--- src/rtl/alu_flag_pkg.sv ---
// Package: shared encodings, flag bit positions and the status bundle
// for the ALU flag unit. Assumes a 16-bit flag word.
package alu_flag_pkg;

    localparam int FLAG_W = 16;

    localparam int POS_CF   = 0;
    localparam int POS_PF   = 2;
    localparam int POS_AF   = 4;
    localparam int POS_ZF   = 6;
    localparam int POS_SF   = 7;
    localparam int POS_TF   = 8;
    localparam int POS_IF   = 9;
    localparam int POS_DF   = 10;
    localparam int POS_OF   = 11;

    // value read on bits that carry no flag
    localparam logic [FLAG_W-1:0] FLAG_FIXED = 16'h0002;

    typedef enum logic [2:0] {
        OP_ADD  = 3'd0,
        OP_ADC  = 3'd1,
        OP_SUB  = 3'd2,
        OP_SBB  = 3'd3,
        OP_AND  = 3'd4,
        OP_OR   = 3'd5,
        OP_XOR  = 3'd6,
        OP_PASS = 3'd7
    } alu_op_e;

    typedef enum logic [2:0] {
        CC_NONE     = 3'd0,
        CC_CLR_DIR  = 3'd1,
        CC_SET_DIR  = 3'd2,
        CC_CLR_INT  = 3'd3,
        CC_SET_INT  = 3'd4,
        CC_CLR_TRAP = 3'd5,
        CC_SET_TRAP = 3'd6,
        CC_NONE_ALT = 3'd7
    } ctl_cmd_e;

    typedef struct packed {
        logic cf;
        logic pf;
        logic af;
        logic zf;
        logic sf;
        logic of;
    } status_t;

endpackage

--- src/rtl/alu_datapath.sv ---
// Module: combinational adder and logic unit. Produces the result plus
// the raw carry terms needed for flags. Byte mode works on the low half
// and zeroes the high half. Assumes DATA_W is even and at least 8.
module alu_datapath
    import alu_flag_pkg::*;
#(
    parameter int DATA_W = 16
) (
    input  logic [DATA_W-1:0] a,
    input  logic [DATA_W-1:0] b,
    input  alu_op_e           op,
    input  logic              byte_mode,
    input  logic              carry_in,
    output logic [DATA_W-1:0] result,
    output logic              is_arith,
    output logic              is_sub,
    output logic              carry_out,
    output logic              nibble_carry,
    output logic              msb_a,
    output logic              msb_b
);
    localparam int HALF = DATA_W / 2;

    logic              use_c;
    logic              cin;
    logic [DATA_W-1:0] b_eff;
    logic [DATA_W:0]   sum_w;
    logic [HALF:0]     sum_b;
    logic [4:0]        sum_n;
    logic [DATA_W-1:0] logic_r;

    // operand conditioning: subtraction is a + ~b + ~borrow
    always_comb begin
        is_arith = (op == OP_ADD) || (op == OP_ADC) || (op == OP_SUB) || (op == OP_SBB);
        is_sub   = (op == OP_SUB) || (op == OP_SBB);
        use_c    = (op == OP_ADC) || (op == OP_SBB);
        b_eff    = is_sub ? ~b : b;
        cin      = (use_c & carry_in) ^ is_sub;
    end

    // adders at word, byte and nibble width
    always_comb begin
        sum_w = {1'b0, a} + {1'b0, b_eff} + {{DATA_W{1'b0}}, cin};
        sum_b = {1'b0, a[HALF-1:0]} + {1'b0, b_eff[HALF-1:0]} + {{HALF{1'b0}}, cin};
        sum_n = {1'b0, a[3:0]} + {1'b0, b_eff[3:0]} + {4'b0, cin};
    end

    // bitwise operations and final result select
    always_comb begin
        case (op)
            OP_AND:  logic_r = a & b;
            OP_OR:   logic_r = a | b;
            OP_XOR:  logic_r = a ^ b;
            default: logic_r = '0;
        endcase
        if (op == OP_PASS) begin
            result = a;
        end else if (is_arith) begin
            result = byte_mode ? {{(DATA_W-HALF){1'b0}}, sum_b[HALF-1:0]} : sum_w[DATA_W-1:0];
        end else begin
            result = byte_mode ? {{(DATA_W-HALF){1'b0}}, logic_r[HALF-1:0]} : logic_r;
        end
    end

    // width-dependent carry and sign sources for the flag logic
    always_comb begin
        carry_out    = byte_mode ? sum_b[HALF] : sum_w[DATA_W];
        nibble_carry = sum_n[4];
        msb_a        = byte_mode ? a[HALF-1] : a[DATA_W-1];
        msb_b        = byte_mode ? b_eff[HALF-1] : b_eff[DATA_W-1];
    end

endmodule

--- src/rtl/alu_status_gen.sv ---
// Module: derives the six status flags from the result and the adder
// carry terms. Bitwise operations force carry, overflow and nibble
// carry low. Parity always looks at the low eight result bits.
module alu_status_gen
    import alu_flag_pkg::*;
#(
    parameter int DATA_W = 16
) (
    input  logic [DATA_W-1:0] result,
    input  logic              byte_mode,
    input  logic              is_arith,
    input  logic              is_sub,
    input  logic              carry_out,
    input  logic              nibble_carry,
    input  logic              msb_a,
    input  logic              msb_b,
    output status_t           st
);
    localparam int HALF = DATA_W / 2;

    logic msb_r;
    logic [DATA_W-1:0] width_mask;

    // flag equations; borrow is the inverted adder carry
    always_comb begin
        width_mask = byte_mode ? {{(DATA_W-HALF){1'b0}}, {HALF{1'b1}}} : {DATA_W{1'b1}};
        msb_r      = byte_mode ? result[HALF-1] : result[DATA_W-1];
        st.cf      = is_arith & (carry_out ^ is_sub);
        st.af      = is_arith & (nibble_carry ^ is_sub);
        st.of      = is_arith & (msb_a == msb_b) & (msb_r != msb_a);
        st.sf      = msb_r;
        st.zf      = ((result & width_mask) == '0);
        st.pf      = ~(^result[7:0]);
    end

endmodule

--- src/rtl/alu_flag_reg.sv ---
// Module: registered flag word. Status bits load on st_load; control
// bits follow set/clear commands in the same edge. Unused bits are
// constant. Synchronous active-low reset.
module alu_flag_reg
    import alu_flag_pkg::*;
(
    input  logic              clk,
    input  logic              rst_n,
    input  logic              st_load,
    input  status_t           st_in,
    input  ctl_cmd_e          cmd,
    output logic [FLAG_W-1:0] flag_word
);
    status_t status_q;
    logic    dir_q;
    logic    int_q;
    logic    trap_q;

    // status flag capture
    always_ff @(posedge clk) begin
        if (!rst_n) begin
            status_q <= '0;
        end else if (st_load) begin
            status_q <= st_in;
        end
    end

    // control flag set and clear commands
    always_ff @(posedge clk) begin
        if (!rst_n) begin
            dir_q  <= 1'b0;
            int_q  <= 1'b0;
            trap_q <= 1'b0;
        end else begin
            case (cmd)
                CC_CLR_DIR:  dir_q  <= 1'b0;
                CC_SET_DIR:  dir_q  <= 1'b1;
                CC_CLR_INT:  int_q  <= 1'b0;
                CC_SET_INT:  int_q  <= 1'b1;
                CC_CLR_TRAP: trap_q <= 1'b0;
                CC_SET_TRAP: trap_q <= 1'b1;
                default: ;
            endcase
        end
    end

    // assemble the readable word
    always_comb begin
        flag_word         = FLAG_FIXED;
        flag_word[POS_CF] = status_q.cf;
        flag_word[POS_PF] = status_q.pf;
        flag_word[POS_AF] = status_q.af;
        flag_word[POS_ZF] = status_q.zf;
        flag_word[POS_SF] = status_q.sf;
        flag_word[POS_OF] = status_q.of;
        flag_word[POS_TF] = trap_q;
        flag_word[POS_IF] = int_q;
        flag_word[POS_DF] = dir_q;
    end

    a_r10_hold_when_idle: assert property (@(posedge clk) disable iff (!rst_n)
        (!st_load && (cmd == CC_NONE || cmd == CC_NONE_ALT)) |=> $stable(flag_word));

    a_r11_set_dir: assert property (@(posedge clk) disable iff (!rst_n)
        (cmd == CC_SET_DIR) |=> flag_word[POS_DF]);

    a_r11_clr_int: assert property (@(posedge clk) disable iff (!rst_n)
        (cmd == CC_CLR_INT) |=> !flag_word[POS_IF]);

    a_r11_set_trap: assert property (@(posedge clk) disable iff (!rst_n)
        (cmd == CC_SET_TRAP) |=> flag_word[POS_TF]);

endmodule

--- src/rtl/alu_flag_unit.sv ---
// Module: top of the ALU flag unit. Combinational datapath feeding a
// registered flag word; the stored carry flag is the carry input for
// add-with-carry and subtract-with-borrow.
module alu_flag_unit
    import alu_flag_pkg::*;
#(
    parameter int DATA_W = 16
) (
    input  logic              clk,
    input  logic              rst_n,
    input  logic [DATA_W-1:0] op_a,
    input  logic [DATA_W-1:0] op_b,
    input  logic [2:0]        op_sel,
    input  logic              byte_mode,
    input  logic              upd_en,
    input  logic [2:0]        ctl_cmd,
    output logic [DATA_W-1:0] result,
    output logic [FLAG_W-1:0] flag_word
);
    localparam int HALF = DATA_W / 2;

    alu_op_e  op;
    ctl_cmd_e cmd;
    logic     is_arith, is_sub, carry_out, nibble_carry, msb_a, msb_b;
    logic     st_load;
    status_t  st;

    // decode of the raw select inputs
    always_comb begin
        op      = alu_op_e'(op_sel);
        cmd     = ctl_cmd_e'(ctl_cmd);
        st_load = upd_en && (op != OP_PASS);
    end

    alu_datapath #(.DATA_W(DATA_W)) u_path (
        .a            (op_a),
        .b            (op_b),
        .op           (op),
        .byte_mode    (byte_mode),
        .carry_in     (flag_word[POS_CF]),
        .result       (result),
        .is_arith     (is_arith),
        .is_sub       (is_sub),
        .carry_out    (carry_out),
        .nibble_carry (nibble_carry),
        .msb_a        (msb_a),
        .msb_b        (msb_b)
    );

    alu_status_gen #(.DATA_W(DATA_W)) u_stat (
        .result       (result),
        .byte_mode    (byte_mode),
        .is_arith     (is_arith),
        .is_sub       (is_sub),
        .carry_out    (carry_out),
        .nibble_carry (nibble_carry),
        .msb_a        (msb_a),
        .msb_b        (msb_b),
        .st           (st)
    );

    alu_flag_reg u_freg (
        .clk       (clk),
        .rst_n     (rst_n),
        .st_load   (st_load),
        .st_in     (st),
        .cmd       (cmd),
        .flag_word (flag_word)
    );

    a_r10_status_load: assert property (@(posedge clk) disable iff (!rst_n)
        st_load |=> (flag_word[POS_CF] == $past(st.cf)) && (flag_word[POS_ZF] == $past(st.zf))
                 && (flag_word[POS_OF] == $past(st.of)) && (flag_word[POS_PF] == $past(st.pf)));

    a_r12_pass_keeps_status: assert property (@(posedge clk) disable iff (!rst_n)
        (op_sel == 3'd7) |=> $stable({flag_word[POS_OF], flag_word[POS_SF], flag_word[POS_ZF],
                                      flag_word[POS_AF], flag_word[POS_PF], flag_word[POS_CF]}));

    a_r4_byte_high_zero: assert property (@(posedge clk) disable iff (!rst_n)
        (byte_mode && op_sel != 3'd7) |-> (result[DATA_W-1:HALF] == '0));

    a_r3_logic_clears: assert property (@(posedge clk) disable iff (!rst_n)
        (upd_en && (op_sel == 3'd4 || op_sel == 3'd5 || op_sel == 3'd6))
        |=> (!flag_word[POS_CF] && !flag_word[POS_OF] && !flag_word[POS_AF]));

endmodule

--- config.mk ---
export PLATFORM = sky130hd
export DESIGN_NAME = alu_flag_unit
export DESIGN_NICKNAME = d
export VERILOG_FILES = /design/src/rtl/alu_flag_pkg.sv /design/src/rtl/alu_datapath.sv /design/src/rtl/alu_status_gen.sv /design/src/rtl/alu_flag_reg.sv /design/src/rtl/alu_flag_unit.sv
export SDC_FILE = /design/constraint.sdc
export NUM_CORES = 1
export LEC_CHECK = 0
export ABC_AREA = 1
export BUFFER_PORTS_ARGS = -buffer_cell sky130_fd_sc_hd__buf_2
export CAP_MARGIN = 20
export CELL_PAD_IN_SITES_DETAIL_PLACEMENT = 1
export CELL_PAD_IN_SITES_GLOBAL_PLACEMENT = 2
export CORE_MARGIN = 5
export CORE_UTILIZATION = 30
export DETAILED_ROUTE_END_ITERATION = 16
export PLACE_DENSITY_LB_ADDON = 0.1
export SYNTH_ARGS = -nofsm -noshare
export SYNTH_HDL_FRONTEND = slang
export SYNTH_HIERARCHICAL = 1
export SYNTH_SLANG_ARGS = --single-unit
--- constraint.sdc ---
create_clock -name clk -period 8 [get_ports clk]
set_clock_uncertainty 0.15 [all_clocks]
set_input_delay 0.4 -clock clk [delete_from_list [all_inputs] [get_ports clk]]
set_output_delay 0.4 -clock clk [all_outputs]
set_load 0.02 [all_outputs]
==> impl_metrics.csv <==
group,metric,value,unit
global_routing,grt_pass1_wl,15700,um
timing,setup_violations,0,
timing,fmax,0.285,GHz
global_routing,grt-ovfl-total,0,
synthesis,synth_cells,491,
timing,period_share,43.8,%
critical_path,critPathLaunchType,"primary input",
clock_tree,clk_path_buf_depth,2,
global_routing,grt_pass1_vias,3287,
global_routing,use_met2,30.1,%
global_routing,top_usage_layer,"met2",
route,via_per_inst,4.60,
synthesis,synthFlopType,"dfxtp_1",
critical_path,critical_path_arrival,2.96,ns
placement,post-place-ws,4.20,ns
critical_path,cp.required,7.45,ns
global_routing,grt.total_usage,16.3,%
synthesis,yosys_warnings,6,
synthesis,synth_edf_count,0,
critical_path,max_stage_delay,0.43,ns
timing,hold_viol,0,
die,die_w,109,um
cells_and_area,n_antenna_cell,0,
synthesis,ys_types,37,
cells_and_area,nNetsFinal,645,
critical_path,cp_common_cell,"nand3_1",
timing,fin_crit,3.51,ns
route,drt_iter0_drc,93,
clock_tree,cts_setup_buffers,0,
worst_hold_path,hold_end,"u_freg/dir_q",
synthesis,synth.area.top_cells,"ha_1, nand2_1, inv_1",
pwr,leakagePower,2.01,nW
worst_hold_path,hp-class,"reg2reg",
synthesis,post-synth-top-count-cell,"nand2_1",
die,dieArea,12000,um2
synthesis,syn_area,2970,um2
placement,portBuffers,66,
timing,rsz0062_at_grt,"no",
die,chipHeight,109,um
clock_tree,cts_hold_buf,0,
clock_tree,clkSlewWorstSetupHoldPaths,0.05,ns
clock_tree,cts_made_buffers,3,
clock_tree,clk_latency,0.24,ns
cells_and_area,fillers,1374,
cells_and_area,multiInputGateArea,2310,um2
synthesis,async_flop_share,0,%
critical_path,path_cells,"buf_2, nor2_8, xor2_1, fa_1, inv_1, fa_1, inv_1, nand3_1, nand3_1, nand2_1, nand3_1, nand2_1, nand3_1, o211ai_2, buf_2",
timing,maxSlewViolCount,0,
worst_hold_path,holdPathStages,2,
cells_and_area,drive_above_1_share,17.7,%
clock_tree,cts_root_buf,"clkbuf_8",
outcome,status,"completed",
global_routing,antenna_found_initial,0,
clock_tree,htreeDepth,1,
timing,slew-limit-headroom,44.3,%
critical_path,crit_slowest_cell,"nor2_8",
die,io_pins,74,
critical_path,end_kind,"primary output",
placement,placed_cells,678,
synthesis,ys_seq_area_share,6.07,%
critical_path,reg2reg_depth,19,
critical_path,rrSetupSlack,4.85,ns
route,via_count,3137,
timing,setup_ws,4.49,ns
global_routing,grt_max_degree,21,
pwr,peakVddDrop,0.0000536,V
critical_path,reg2reg_to,"u_freg/flag_word[2]",
placement,place.gp.congestion,0.825,
timing,max_slew.worst_pin.slew,0.833,ns
cells_and_area,synthToLayoutAreaGrowth,13.8,%
route,drt-total-wl,9540,um
die,rows,36,
critical_path,r2r-start,"u_freg/flag_word[0]",
route,dr.pass1.iters,4,
synthesis,synth_commonest_cells,"nand2_1, inv_1, ha_1",
critical_path,worstPathMaxFanout,20,
die,start_util,30.5,%
clock_tree,clock_sinks,9,
route,drcViolationCount,0,
synthesis,synth-seq-cells,9,
placement,dp_hpwl,7990,um
global_routing,use_met3,2.11,%
timing,finalSetupTns,0,ns
synthesis,synth_top_cell_by_area,"ha_1",
clock_tree,cts_resized,0,
cells_and_area,regArea,180,um2
timing,holdWs,0.318,ns
global_routing,use_met1,21.0,%
worst_hold_path,min_from,"u_freg/dir_q",
route,wl_per_cell,14.0,um
clock_tree,cts_tree,"yes",
cells_and_area,finalNonFillerCells,682,
synthesis,avgSynthCellArea,6.04,um2
die,coreArea,9730,um2
route,detail-route-antenna-nets,0,
critical_path,worst-setup-path-type,"in2out",
pwr,p_per_area,113,nW/um2
flow_run,cap_violations,0,
synthesis,synth_top_area_share,21.5,%
-- state kept, by name, indices dropped and copies added (netlist names) --
register / count
u_freg/flag_word: 6
u_freg/int_q: 1
u_freg/trap_q: 1
u_freg/dir_q: 1
-- critical path: cells and delay by family --
kind            cells  cell delay, ns
xor+xnor            1            0.24
buf+inv             4            0.57
fa+ha+maj           2            0.58
compound gates      1            0.11
simple gates        7            1.04
-- kinds of logic (layout without fill, tap and decap cells) --
kind of cell	count (synthesis)	in the layout	synth area share, %
fa+ha+maj	53	53	22.8
xor+xnor	19	19	5.61
other cells	2	7	0.253
buf+inv	109	162	16.8
compound gates	52	52	11.6
flops	9	9	6.07
simple gates	247	247	36.8
-- routing by layer --
layer	wire (um)	share of wire (%)	up-vias
met3	331	3.5	2
met5	0	0	-
met4	26	0.27	0
met2	4640	49	47
met1	4530	48	1438
li1	-	-	1650
-- area by class of cell --
cell class,instances,area share [%]
Inverter,92,10.3
Tap cell,133,4.93
Clock buffer,4,1.33
Sequential cell,9,5.33
Multi-Input combinational cell,378,68.3
Timing Repair Buffer,66,9.78
-- layout by cell type (no fill, tap or decap), drive strengths merged, types with 2 or more instances in the layout --
cell,n
nand2,150
buf,66
inv,91
clkbuf,4
dfxtp,9
a221oi,8
xor2,17
or2,4
xnor2,2
nand4,4
nand3,40
o21ai,16
nor3,4
a21oi,18
conb,7
ha,51
nor2,42
fa,2
and2,2
o211ai,10
-- stage by stage --
step	power [mW]	cell area [um2]	utilization (%)
3_3_place_gp	0.326	3330	34.3
4_1_cts	0.389	3380	34.7
6_report	0.381	3380	34.7
3_5_place_dp	0.331	3330	34.3
5_1_grt	0.429	3380	34.7
2_1_floorplan	0.251	2990	-
-- worst max-delay path by stage --
stage                          from                  end  slack [ns]  cells past startpoint
after floorplan           op_sel[2]  u_freg/flag_word[2]        4.57                     20
after global placement    op_sel[2]  u_freg/flag_word[2]        4.29                     19
after detailed placement  op_sel[2]  u_freg/flag_word[2]        4.20                     19
after CTS                 op_sel[2]            result[8]        4.43                     15
after global routing      op_sel[2]  u_freg/flag_word[2]        4.19                     19
final                     op_sel[2]            result[8]        4.49                     15
-- power breakdown --
| part | internal [mW] | switching [mW] |
|---|---|---|
| sequential | 0.0490 | 0.00200 |
| clock | 0.0349 | 0.0202 |
| combinational | 0.0971 | 0.178 |
| total | 0.181 | 0.200 |
Note: power is estimated with default switching activity, not from simulation.
